`src/rtl/scsi_seq_pkg.sv`:
```
package scsi_seq_pkg;

  localparam int PH_W = 4;

  localparam logic [PH_W-1:0] PH_BUS_FREE = 4'hF;

  typedef enum logic [1:0] {
    ST_IDLE   = 2'd0,
    ST_WAIT   = 2'd1,
    ST_PRE    = 2'd2,
    ST_SETTLE = 2'd3
  } seq_state_e;

  // data phases: non-negative code with message and control bits both clear
  function automatic logic is_data_phase(input logic [PH_W-1:0] code);
    return (code[PH_W-1] == 1'b0) && (code[2:1] == 2'b00);
  endfunction

endpackage

```
`src/rtl/scsi_settle_calc.sv`:
```
module scsi_settle_calc #(
  parameter int BASE_CYC   = 40,
  parameter int FLIP_CYC   = 40,
  parameter int COMPAT_CYC = 10000,
  parameter int CNT_W      = 16
) (
  input  logic             old_io,
  input  logic             new_io,
  input  logic             compat,
  output logic [CNT_W-1:0] settle
);

  logic [CNT_W-1:0] flip_term;
  logic [CNT_W-1:0] compat_term;

  always_comb begin
    flip_term   = (old_io != new_io) ? CNT_W'(FLIP_CYC) : '0;
    compat_term = compat ? CNT_W'(COMPAT_CYC) : '0;
    settle      = CNT_W'(BASE_CYC) + flip_term + compat_term;
  end

endmodule

```
`src/rtl/scsi_delay_timer.sv`:
```
module scsi_delay_timer #(
  parameter int CNT_W = 16
) (
  input  logic             clk,
  input  logic             rst_n,
  input  logic             load,
  input  logic [CNT_W-1:0] load_val,
  output logic             expire
);

  logic [CNT_W-1:0] cnt_q;
  logic [CNT_W-1:0] cnt_nx;
  logic             cnt_en;

  always_comb begin
    cnt_en = load || (cnt_q != '0);
    if (load) begin
      cnt_nx = load_val;
    end else begin
      cnt_nx = cnt_q - 1'b1;
    end
  end

  always_ff @(posedge clk or negedge rst_n) begin
    if (!rst_n) begin
      cnt_q <= '0;
    end else if (cnt_en) begin
      cnt_q <= cnt_nx;
    end
  end

  assign expire = (cnt_q == CNT_W'(1));

endmodule

```
`src/rtl/scsi_phase_drv.sv`:
```
module scsi_phase_drv
  import scsi_seq_pkg::*;
(
  input  logic            clk,
  input  logic            rst_n,
  input  logic            drive,
  input  logic [PH_W-1:0] drive_phase,
  input  logic            release_now,
  input  logic [PH_W-1:0] release_phase,
  output logic            msg_o,
  output logic            cd_o,
  output logic            io_o,
  output logic            oe_o,
  output logic [PH_W-1:0] cur_o
);

  logic [2:0]      lines_q, lines_nx;
  logic            oe_q, oe_nx;
  logic [PH_W-1:0] cur_q, cur_nx;
  logic            upd_en;

  always_comb begin
    upd_en   = drive || release_now;
    lines_nx = '0;
    oe_nx    = 1'b0;
    cur_nx   = release_phase;
    if (drive) begin
      lines_nx = drive_phase[2:0];
      oe_nx    = 1'b1;
      cur_nx   = drive_phase;
    end
  end

  always_ff @(posedge clk or negedge rst_n) begin
    if (!rst_n) begin
      lines_q <= '0;
      oe_q    <= 1'b0;
      cur_q   <= PH_BUS_FREE;
    end else if (upd_en) begin
      lines_q <= lines_nx;
      oe_q    <= oe_nx;
      cur_q   <= cur_nx;
    end
  end

  assign msg_o = lines_q[2];
  assign cd_o  = lines_q[1];
  assign io_o  = lines_q[0];
  assign oe_o  = oe_q;
  assign cur_o = cur_q;

endmodule

```
`src/rtl/scsi_phase_seq.sv`:
```
module scsi_phase_seq
  import scsi_seq_pkg::*;
#(
  parameter int BASE_CYC   = 40,
  parameter int FLIP_CYC   = 40,
  parameter int COMPAT_CYC = 10000,
  parameter int PRE_CYC    = 40000
) (
  input  logic            clk,
  input  logic            rst_n,
  input  logic            req_valid,
  input  logic [PH_W-1:0] req_phase,
  input  logic            bus_free_req,
  input  logic            ack_in,
  input  logic            bus_reset,
  input  logic            compat_mode,
  output logic            msg_o,
  output logic            cd_o,
  output logic            io_o,
  output logic            ctl_oe,
  output logic [PH_W-1:0] cur_phase,
  output logic            busy,
  output logic            done
);

  localparam int SETTLE_MAX = BASE_CYC + FLIP_CYC + COMPAT_CYC;
  localparam int CNT_MAX    = (SETTLE_MAX > PRE_CYC) ? SETTLE_MAX : PRE_CYC;
  localparam int CNT_W      = $clog2(CNT_MAX + 1);

  // reset: asserted asynchronously, released after two clock edges
  logic [1:0] rst_pipe;
  logic       rst_n_s;

  always_ff @(posedge clk or negedge rst_n) begin
    if (!rst_n) begin
      rst_pipe <= '0;
    end else begin
      rst_pipe <= {rst_pipe[0], 1'b1};
    end
  end

  assign rst_n_s = rst_pipe[1];

  seq_state_e       st, st_nx;
  logic [PH_W-1:0]  target_q, target_nx;
  logic             done_q, done_nx;
  logic             drive, rel;
  logic [PH_W-1:0]  rel_phase;
  logic             tmr_load, tmr_expire;
  logic [CNT_W-1:0] tmr_val, settle;

  scsi_settle_calc #(
    .BASE_CYC  (BASE_CYC),
    .FLIP_CYC  (FLIP_CYC),
    .COMPAT_CYC(COMPAT_CYC),
    .CNT_W     (CNT_W)
  ) u_calc (
    .old_io(cur_phase[0]),
    .new_io(target_q[0]),
    .compat(compat_mode),
    .settle(settle)
  );

  scsi_delay_timer #(
    .CNT_W(CNT_W)
  ) u_timer (
    .clk     (clk),
    .rst_n   (rst_n_s),
    .load    (tmr_load),
    .load_val(tmr_val),
    .expire  (tmr_expire)
  );

  scsi_phase_drv u_drv (
    .clk          (clk),
    .rst_n        (rst_n_s),
    .drive        (drive),
    .drive_phase  (target_q),
    .release_now  (rel),
    .release_phase(rel_phase),
    .msg_o        (msg_o),
    .cd_o         (cd_o),
    .io_o         (io_o),
    .oe_o         (ctl_oe),
    .cur_o        (cur_phase)
  );

  // next-state logic
  always_comb begin
    st_nx     = st;
    target_nx = target_q;
    done_nx   = 1'b0;
    drive     = 1'b0;
    rel       = 1'b0;
    rel_phase = PH_BUS_FREE;
    tmr_load  = 1'b0;
    tmr_val   = settle;
    unique case (st)
      ST_IDLE: begin
        if (bus_free_req) begin
          rel     = 1'b1;
          done_nx = 1'b1;
        end else if (req_valid) begin
          if (req_phase == cur_phase) begin
            done_nx = 1'b1;
          end else if (req_phase[PH_W-1]) begin
            rel       = 1'b1;
            rel_phase = req_phase;
            done_nx   = 1'b1;
          end else begin
            target_nx = req_phase;
            st_nx     = ST_WAIT;
          end
        end
      end
      ST_WAIT: begin
        if (!ack_in || bus_reset) begin
          if (compat_mode && is_data_phase(target_q)) begin
            tmr_load = 1'b1;
            tmr_val  = CNT_W'(PRE_CYC);
            st_nx    = ST_PRE;
          end else begin
            drive    = 1'b1;
            tmr_load = 1'b1;
            st_nx    = ST_SETTLE;
          end
        end
      end
      ST_PRE: begin
        if (tmr_expire) begin
          drive    = 1'b1;
          tmr_load = 1'b1;
          st_nx    = ST_SETTLE;
        end
      end
      ST_SETTLE: begin
        if (tmr_expire) begin
          done_nx = 1'b1;
          st_nx   = ST_IDLE;
        end
      end
      default: st_nx = ST_IDLE;
    endcase
  end

  // state registers
  always_ff @(posedge clk or negedge rst_n_s) begin
    if (!rst_n_s) begin
      st       <= ST_IDLE;
      target_q <= '0;
      done_q   <= 1'b0;
    end else begin
      st     <= st_nx;
      done_q <= done_nx;
      if (st == ST_IDLE) begin
        target_q <= target_nx;
      end
    end
  end

  assign busy = (st != ST_IDLE);
  assign done = done_q;

endmodule


```
`config.mk`:
```
export PLATFORM = sky130hd
export DESIGN_NAME = scsi_phase_seq
export DESIGN_NICKNAME = d
export VERILOG_FILES = /design/src/rtl/scsi_seq_pkg.sv /design/src/rtl/scsi_settle_calc.sv /design/src/rtl/scsi_delay_timer.sv /design/src/rtl/scsi_phase_drv.sv /design/src/rtl/scsi_phase_seq.sv
export SDC_FILE = /design/constraint.sdc
export NUM_CORES = 1
export LEC_CHECK = 0
export CORE_UTILIZATION = 55
export DETAILED_ROUTE_END_ITERATION = 6
export HOLD_SLACK_MARGIN = 0.02
export PLACE_DENSITY = 0.77
export SLEW_MARGIN = 25
export SYNTH_ARGS = -nofsm -noshare
export SYNTH_HDL_FRONTEND = slang
export SYNTH_SLANG_ARGS = --single-unit
```
`constraint.sdc`:
```
create_clock -name clk -period 1.2 [get_ports clk]
set_input_delay 0.18 -clock clk [delete_from_list [all_inputs] [get_ports clk]]
set_output_delay 0.18 -clock clk [all_outputs]
set_load 0.02 [all_outputs]
```
==> results of run 1 <==
kinds of logic after synthesis:
family / after synthesis
AO/OA/AOI/OAI: 40
XOR/XNOR: 18
adder cells (fa/ha/maj): 8
buffers and inverters: 11
flip-flops: 32
multiplexers: 3
other: 1
AND/OR/NAND/NOR: 65
Yosys cell counts (4+ instances only):
cell type	n
sky130_fd_sc_hd__xnor2_1	9
sky130_fd_sc_hd__ha_1	8
sky130_fd_sc_hd__nand2_1	13
sky130_fd_sc_hd__o21ai_0	9
sky130_fd_sc_hd__o31ai_1	4
sky130_fd_sc_hd__nor2_1	16
sky130_fd_sc_hd__xor2_1	9
sky130_fd_sc_hd__a21oi_1	5
sky130_fd_sc_hd__nor4_1	4
sky130_fd_sc_hd__inv_1	9
sky130_fd_sc_hd__dfstp_2	4
sky130_fd_sc_hd__dfrtp_1	28
sky130_fd_sc_hd__nand2b_1	4
metrics by stage:
| stage | TNS [ns] | area [sq um] | utilization | hold WS (ns) | setup WS (ns) |
|---|---|---|---|---|---|
| after floorplan | -13.37 | 1910 | - | -0.116 | -0.572 |
| after global placement | -19.95 | 2620 | 0.845 | 0.127 | -0.717 |
| after detailed placement | -21.17 | 2620 | 0.845 | 0.148 | -0.740 |
==> reports/results.ini, run 1 <==
[synthesis]
yosys.area_share.adder=0.0546
post_synth_and_or_nand_nor_area_fraction=0.221
largest_family_of_logic_cells_by_synthesized_area=simple AND/OR/NAND/NOR gates
muxShareOfSynthArea=0.0184
synth.cell_area_sq_mm=0.00183
ys.flop_type=sky130_fd_sc_hd__dfrtp_1
synth-seq-area-share=0.440
area_share_of_the_leading_cell_type_in_the_synthesized_netlist=0.383
syn_nets=197
synthesis.yosys.warnings=0
post_synthesis_share_of_cell_area_spent_on_xor_and_xnor_gates=0.0861
async_flop_share=1.00
number_of_synthesized_flops_with_an_enable_pin=0
synth_top_cells_by_area=sky130_fd_sc_hd__dfrtp_1, sky130_fd_sc_hd__dfstp_2, sky130_fd_sc_hd__ha_1
syn_inst_count=178
synth.ff_latch_count=32
synth-compound-area-share=0.152
post_synth.cell_area_avg_sq_um=10.3
synth_area_leader_cell=sky130_fd_sc_hd__dfrtp_1
synth_cell_type_count=49

[placement]
number_of_cells_in_the_design_after_placement=302
port_buffers=20
routabilityCongestion=0.799
dpl.hpwl_um=3890

[floorplanning]
io_pins=21
die_height_um=59.7
placementRows=20
initial_core_util=0.590
chipWidth_um=59.7

[clock_network]
postCtsSetupRepairBufs=10
cts_sinks=32
cts.hold.buffers_added=1
htree_levels=2
clockRootBuffer=sky130_fd_sc_hd__clkbuf_4
cts-buffers-inserted=5
post_cts_resize_count=106
clockBufferDepth=2

[status]
run.stop_error=[ERROR DPL-0033] detailed placement checks failed during check placement.
failing_step=clock tree synthesis
status=aborted with a tool error

==> run 2, diff against run 1 <==
- CORE_UTILIZATION: 55 -> 40
- HOLD_SLACK_MARGIN: 0.02 -> unset
- PLACE_DENSITY: 0.77 -> unset
- PLACE_DENSITY_LB_ADDON: unset -> 0.15
==> run 2 against run 1 <==
Effect of this change:
- the flow now finishes, with violations (negative setup slack)
- area after synthesis did not move
- synthesized cell count did not move
==> reports/results.ini, run 2 <==
[drt]
routed_vias_inst=5.18
detail_route.drc_violations=0
drt_pass1_iterations=4
drtIter0Drc=53
finalWirelength_um=5600
ant_nets=0
routedWlPerCell_um=16.6
num_vias=1747

[synthesis]
number_of_synthesized_flops_with_an_enable_pin=0  ; unchanged
largest_family_of_logic_cells_by_synthesized_area=simple AND/OR/NAND/NOR gates  ; unchanged
ys.flop_type=sky130_fd_sc_hd__dfrtp_1  ; unchanged
synth.ff_latch_count=32  ; unchanged
post_synth.cell_area_avg_sq_um=10.3  ; unchanged
area_share_of_the_leading_cell_type_in_the_synthesized_netlist=0.383  ; unchanged
synth_commonest_cells=sky130_fd_sc_hd__dfrtp_1, sky130_fd_sc_hd__nor2_1, sky130_fd_sc_hd__nand2_1  ; unchanged
synth.cell_area_sq_mm=0.00183  ; unchanged
synth-compound-area-share=0.152  ; unchanged
synth_cell_type_count=49  ; unchanged
syn_nets=197  ; unchanged
synth_area_leader_cell=sky130_fd_sc_hd__dfrtp_1  ; unchanged
async_flop_share=1.00  ; unchanged
post-synth-top-count-cell=sky130_fd_sc_hd__dfrtp_1  ; unchanged
yosys.area_share.adder=0.0546  ; unchanged
synthesis.yosys.warnings=0  ; unchanged
synth-seq-area-share=0.440  ; unchanged
syn_inst_count=178  ; unchanged
synth_top_cells_by_area=sky130_fd_sc_hd__dfrtp_1, sky130_fd_sc_hd__dfstp_2, sky130_fd_sc_hd__ha_1  ; unchanged
post_synthesis_share_of_cell_area_spent_on_xor_and_xnor_gates=0.0861  ; unchanged
muxShareOfSynthArea=0.0184  ; unchanged
post_synth_and_or_nand_nor_area_fraction=0.221  ; unchanged

[timing]
final.period_utilization=1.62
timing.fmax_mhz=515
timing.final.max_slew_violations=0
post-route-min-period_ns=1.94
report.final.hold_viol_count=0
worst_clock_skew_ns=0.00469
finalSetupViolCount=35
grt_setup_unrepaired=yes
final.hold.worst_slack_ns=0.0638
worst_slack_ns=-0.741

[pwr]
share_seq_of_total_power=0.504
power.density_mw_per_mm2=674
ir_drop_mv=0.469
total_net_switching_power_uw=521
power.leakage_uw=0.00145
power.share.clock=0.394
cell_internal_pwr_uw=1680
netSwitchingFraction=0.237
comb_power_share=0.102

[final_layout]
number_of_nets_in_the_layout=303
layout.cells.most_common_list=sky130_fd_sc_hd__buf_4, sky130_fd_sc_hd__dfrtp_1, sky130_fd_sc_hd__buf_6
drive_above_1_share=0.586
flip_flop_count_of_the_largest_register_all_copies_and_words_added=16
antenna-diode-count=0
layout_commonest_cell=sky130_fd_sc_hd__buf_4
largest_register=u_timer.cnt_q
finish.instance_area_sq_mm=0.00326
syn_to_final_growth_pct=78.1
nFillCells=297
final_util=0.744

[critical_path]
slowest_stage=sky130_fd_sc_hd__dfrtp_1
slowest_delay_ns=0.40
path_cells=inv_2, ha_4, nor4bb_4, nand4_1, buf_4, a21boi_4, o21ai_2, a21boi_1
worst_setup_path_end_kind=flip-flop
cp-start-kind=flip-flop
cp.required_ns=1.35
cpLargestDelayFamily=compound AO/OA/AOI/OAI gates
criticalPathCategory=flip-flop to flip-flop
timing.critical_path.fanout_max=5
cp_data_arrival_time_ns=2.09
worst-path-buf-inv=2

[grt]
globalRouteOverflowTotal=0
grt_start_max_net_pins=31
grt_first_pass_wirelength_um=9270
grtUsageTotal=0.242
vias_in_the_first_global_route=2012
antenna_found_initial=0

[floorplanning]
fp.dieArea_sq_mm=0.00485
io_pins=21  ; unchanged
placementRows=24  ; was 20
core_sq_mm=0.00438
die_height_um=69.7  ; was 59.7 um
initial_core_util=0.418  ; was 0.590
chipWidth_um=69.7  ; was 59.7 um

[clock_network]
cts.hold.buffers_added=0  ; was 1
clock_insertion_delay_worst_skew_ns=0.28
clkSlewWorstSetupHoldPaths_ns=0.07
htree_levels=2  ; unchanged
clockRootBuffer=sky130_fd_sc_hd__clkbuf_8  ; was sky130_fd_sc_hd__clkbuf_4
cts_sinks=32  ; unchanged
cts_tree=done
clockBufferDepth=2  ; unchanged
cts-buffers-inserted=5  ; unchanged

[placement]
routabilityCongestion=0.855  ; was 0.799
placedInstanceArea_sq_mm=0.00262  ; about the same
dpl.hpwl_um=3420  ; was 3890 um
port_buffers=20  ; unchanged

[worst_hold_path]
worst_hold_path_type=input pin to async pin

[job]
timing.max_cap.violations=0

[status]
violations=negative setup slack
status=finished, violations left  ; was aborted with a tool error

[run 2: cell counts after synthesis]
No cell type changed its count.
[run 2: final cells by class]
cell class                      instances  area (sq um)  area share
Clock buffer                            8          90.1      0.0276
Inverter                                9          36.3      0.0111
Multi-Input combinational cell        135          1400       0.429
Sequential cell                        32           808       0.248
Tap cell                               52          65.1      0.0199
Timing Repair Buffer                  101           865       0.265
[run 2: worst paths after layout]
kind                            depth (start not counted)                            to  slack, ns                         start
worst max register to register                          8  u_timer.cnt_q[3]$_DFFE_PN0P_      -0.74  u_timer.cnt_q[1]$_DFFE_PN0P_
worst min register to register                          1  u_timer.cnt_q[3]$_DFFE_PN0P_       0.27         rst_pipe[1]$_DFF_PN0_
worst min-delay path                                    1         rst_pipe[0]$_DFF_PN0_       0.06                         rst_n
min in group clk                                        0         rst_pipe[1]$_DFF_PN0_       0.36         rst_pipe[0]$_DFF_PN0_
worst max-delay path                                    8  u_timer.cnt_q[3]$_DFFE_PN0P_      -0.74  u_timer.cnt_q[1]$_DFFE_PN0P_
max in group asynchronous                               1    u_drv.cur_o[1]$_DFFE_PN1P_       0.61         rst_pipe[1]$_DFF_PN0_
[run 2: power groups by stage]
| stage | logic (uW) | clock network, uW | registers, uW |
|---|---|---|---|
| 3_3_place_gp | 185 | 0 | 1130 |
| 3_5_place_dp | 187 | 0 | 1130 |
| 2_1_floorplan | 53.2 | 0 | 1150 |
| 4_1_cts | 219 | 876 | 1110 |
| 5_1_grt | 243 | 918 | 1110 |
| 6_report | 225 | 866 | 1110 |
[run 2: per-layer routing]
| metal | vias up | GRT usage | wire (um) |
|---|---|---|---|
| met5 | - | 0 | 0 |
| met4 | 0 | 0.0822 | 167 |
| met3 | 17 | 0.0349 | 134 |
| met2 | 34 | 0.446 | 2960 |
| met1 | 850 | 0.285 | 2340 |
| li1 | 846 | - | - |
[run 2: through the flow]
stage / setup WS (ns) / power (uW) / instances / setup TNS, ns
after floorplan: -0.572 / 1200 / 178 / -13.37
after CTS: -0.637 / 2200 / 334 / -17.42
after global routing: -0.846 / 2270 / 337 / -22.33
after detailed placement: -0.771 / 1310 / 308 / -21.59
after global placement: -0.729 / 1310 / 308 / -20.81
final: -0.741 / 2200 / 337 / -19.47
[run 2: logic make-up (layout without fill, tap and decap cells)]
| logic type | after synthesis | after routing |
|---|---|---|
| AND/OR/NAND/NOR | 65 | 65 |
| other | 1 | 1 |
| flip-flops | 32 | 32 |
| multiplexers | 3 | 3 |
| buffers and inverters | 11 | 118 |
| adder cells (fa/ha/maj) | 8 | 8 |
| AO/OA/AOI/OAI | 40 | 40 |
| XOR/XNOR | 18 | 18 |
[run 2: what timing repair did]
item / 4_1_cts / 5_1_grt
pin swaps: 29 / 8
gates resized for setup: 114 / 19
endpoints found under the setup margin: 40 / 36
buffers inserted: 19 / 5
cloned: 1 / 0
Power figures use the tool's default switching activity.
==> run 3, diff against run 2 <==
- CORE_UTILIZATION: 40 -> 45
==> run 3 against run 2 <==
Effect of this change:
- the flow still finishes with violations (negative setup slack)
- sequential share of layout area rose by 1.3 points
- maximum frequency increased by 4.4%
- global-route usage is 4.1 points higher
- combinational power increased by 3%
- first-iteration DRC count increased by 130%
- hold slack worse by 0.025 ns
- largest cell class unchanged
- die area decreased by 11%
- highest routed layer unchanged
- setup slack better by 0.081 ns
- non-clock buffer count decreased by 6
==> reports/results.ini, run 3 (same netlist as run 2, synthesis figures left out) <==
[placement]
worst_slack_at_placement_ns=-0.818  ; was -0.771 ns
port_buffers=20  ; unchanged
routabilityCongestion=0.845  ; was 0.855
dpl.hpwl_um=3650  ; was 3420 um

[clock_network]
clkSlewWorstSetupHoldPaths_ns=0.07  ; about the same
clockRootBuffer=sky130_fd_sc_hd__clkbuf_8  ; unchanged
cts_tree=done  ; unchanged
clockBufferDepth=2  ; unchanged
cts-buffers-inserted=5  ; unchanged
clock_insertion_delay_worst_skew_ns=0.29  ; was 0.28 ns
htree_levels=2  ; unchanged
cts_sinks=32  ; unchanged

[grt]
antenna_found_initial=0  ; unchanged
vias_in_the_first_global_route=1906  ; was 2012
grt_start_max_net_pins=27  ; was 31
grtUsageTotal=0.282  ; was 0.242
globalRouteOverflowTotal=0  ; unchanged
grt_first_pass_wirelength_um=8850  ; was 9270 um

[timing]
finalSetupTns_ns=-17.85  ; was -19.47 ns
finalSetupViolCount=35  ; unchanged
worst_clock_skew_ns=0.00430  ; was 0.00469 ns
timing.fmax_mhz=538  ; was 515 MHz
post-route-min-period_ns=1.86  ; was 1.94 ns
report.final.hold_viol_count=0  ; unchanged
final.hold.worst_slack_ns=0.0388  ; was 0.0638 ns
grt_setup_unrepaired=yes  ; unchanged
worst_slack_ns=-0.660  ; was -0.741 ns
final.period_utilization=1.55  ; was 1.62
timing.final.max_slew_violations=0  ; unchanged

[drt]
finalWirelength_um=5820  ; was 5600 um
routed_vias_inst=5.58  ; was 5.18
highest_layer=met4  ; unchanged
ant_nets=0  ; unchanged
dr_wl_met3_um=195  ; was 134 um
route.layer.met1.wl_um=2410  ; was 2340 um
drtIter0Drc=120  ; was 53
detail_route.drc_violations=0  ; unchanged
routedWlPerCell_um=17.8  ; was 16.6 um
drt_pass1_iterations=4  ; unchanged
met2_wl_post_dr_um=3040  ; was 2960 um
num_vias=1826  ; was 1747

[status]
violations=negative setup slack  ; unchanged
status=finished, violations left  ; unchanged

[final_layout]
nFillCells=193  ; was 297
layout_commonest_cell=sky130_fd_sc_hd__buf_4  ; unchanged
drive_above_1_share=0.552  ; was 0.586
multi_input_area_sq_mm=0.00127  ; was 0.00140 sq mm
largest_register=u_timer.cnt_q  ; unchanged
number_of_nets_in_the_layout=297  ; was 303
flip_flop_count_of_the_largest_register_all_copies_and_words_added=16  ; unchanged
antenna-diode-count=0  ; unchanged
layout.cells.most_common_list=sky130_fd_sc_hd__buf_4, sky130_fd_sc_hd__dfrtp_1, sky130_fd_sc_hd__buf_6  ; unchanged
syn_to_final_growth_pct=69.3  ; was 78.1%
seq_area_sq_um=808  ; unchanged

[floorplanning]
placementRows=22  ; was 24
core_sq_mm=0.00377  ; was 0.00438 sq mm
initial_core_util=0.486  ; was 0.418
die_height_um=65.8  ; was 69.7 um
fp.dieArea_sq_mm=0.00433  ; was 0.00485 sq mm
io_pins=21  ; unchanged
chipWidth_um=65.8  ; was 69.7 um

[critical_path]
worst_setup_path_endpoint=st[1]$_DFFE_PN0P_  ; was u_timer.cnt_q[3]$_DFFE_PN0P_
timing.critical_path.fanout_max=5  ; unchanged
cp.required_ns=1.39  ; was 1.35 ns
rrSetupSlack_ns=-0.66  ; was -0.74 ns
crit_path_start=u_drv.cur_o[0]$_DFFE_PN1P_  ; was u_timer.cnt_q[1]$_DFFE_PN0P_
worst_setup_path_end_kind=flip-flop  ; unchanged
cp-start-kind=flip-flop  ; unchanged
depth_of_the_most_critical_reg_to_reg_path=6  ; was 8
criticalPathCategory=flip-flop to flip-flop  ; unchanged
worstReg2RegEnd=st[1]$_DFFE_PN0P_  ; was u_timer.cnt_q[3]$_DFFE_PN0P_
cp_data_arrival_time_ns=2.05  ; was 2.09 ns
critical_path.reg2reg.startpoint=u_drv.cur_o[0]$_DFFE_PN1P_  ; was u_timer.cnt_q[1]$_DFFE_PN0P_

[pwr]
power.density_mw_per_mm2=741  ; was 674 mW/mm^2
ir_drop_mv=0.932  ; was 0.469 mV
power.leakage_uw=0.00141  ; was 0.00145 uW

[job]
timing.max_cap.violations=0  ; unchanged

[worst_hold_path]
worst_hold_path_type=input pin to async pin  ; unchanged

==> run 3: how the worst min path moves through the flow <==
stage	endpoint	slack, ns	cells after the start
2_1_floorplan	rst_pipe[0]$_DFF_PN0_	-0.12	0
3_3_place_gp	st[0]$_DFFE_PN0P_	0.10	0
3_5_place_dp	st[0]$_DFFE_PN0P_	0.11	0
6_report	rst_pipe[0]$_DFF_PN0_	0.04	1
4_1_cts	rst_pipe[0]$_DFF_PN0_	0.04	1
5_1_grt	rst_pipe[0]$_DFF_PN0_	0.04	1
==> run 3: what timing repair did <==
item	4_1_cts	5_1_grt
setup buffers	7	8
endpoints found under the setup margin	40	36
resized for setup	71	25
hold buffers	0	0
pin swaps	10	8
==> run 3: metrics by stage <==
step / total power, uW / instances / instance area, sq um / utilization
global route: 2350 / 327 / 3100 / 0.822
finish: 2300 / 327 / 3100 / 0.822
floorplan: 1200 / 178 / 1910 / -
detailed placement: 1320 / 307 / 2650 / 0.702
CTS: 2270 / 321 / 2980 / 0.790
global placement: 1310 / 307 / 2650 / 0.702
==> run 3: area by class of cell <==
type / instances / share of cell area
clock buffer: 8 / 0.0323
inverter: 9 / 0.0109
sequential: 32 / 0.261
timing repair buffer: 95 / 0.267
multi-input combinational: 135 / 0.409
tap: 48 / 0.0194
==> run 3: where the power goes <==
| group | switching, uW | internal, uW |
|---|---|---|
| combinational | 113 | 119 |
| clock | 431 | 524 |
| sequential | 15.7 | 1100 |
| total | 559 | 1740 |
==> run 3: critical path, cell delays in order (launching register included) <==
cell	delay (ns)
sky130_fd_sc_hd__dfstp_2	0.57
sky130_fd_sc_hd__xor2_2	0.27
sky130_fd_sc_hd__nor4_4	0.12
sky130_fd_sc_hd__buf_4	0.16
sky130_fd_sc_hd__o41ai_4	0.29
sky130_fd_sc_hd__a21oi_1	0.11
sky130_fd_sc_hd__a31o_2	0.22
==> run 3: routing by layer <==
layer  up-vias  GRT usage
met3        16     0.0448
met5         -          0
met4         0      0.152
met2        48      0.494
met1       921      0.326
li1        841          -
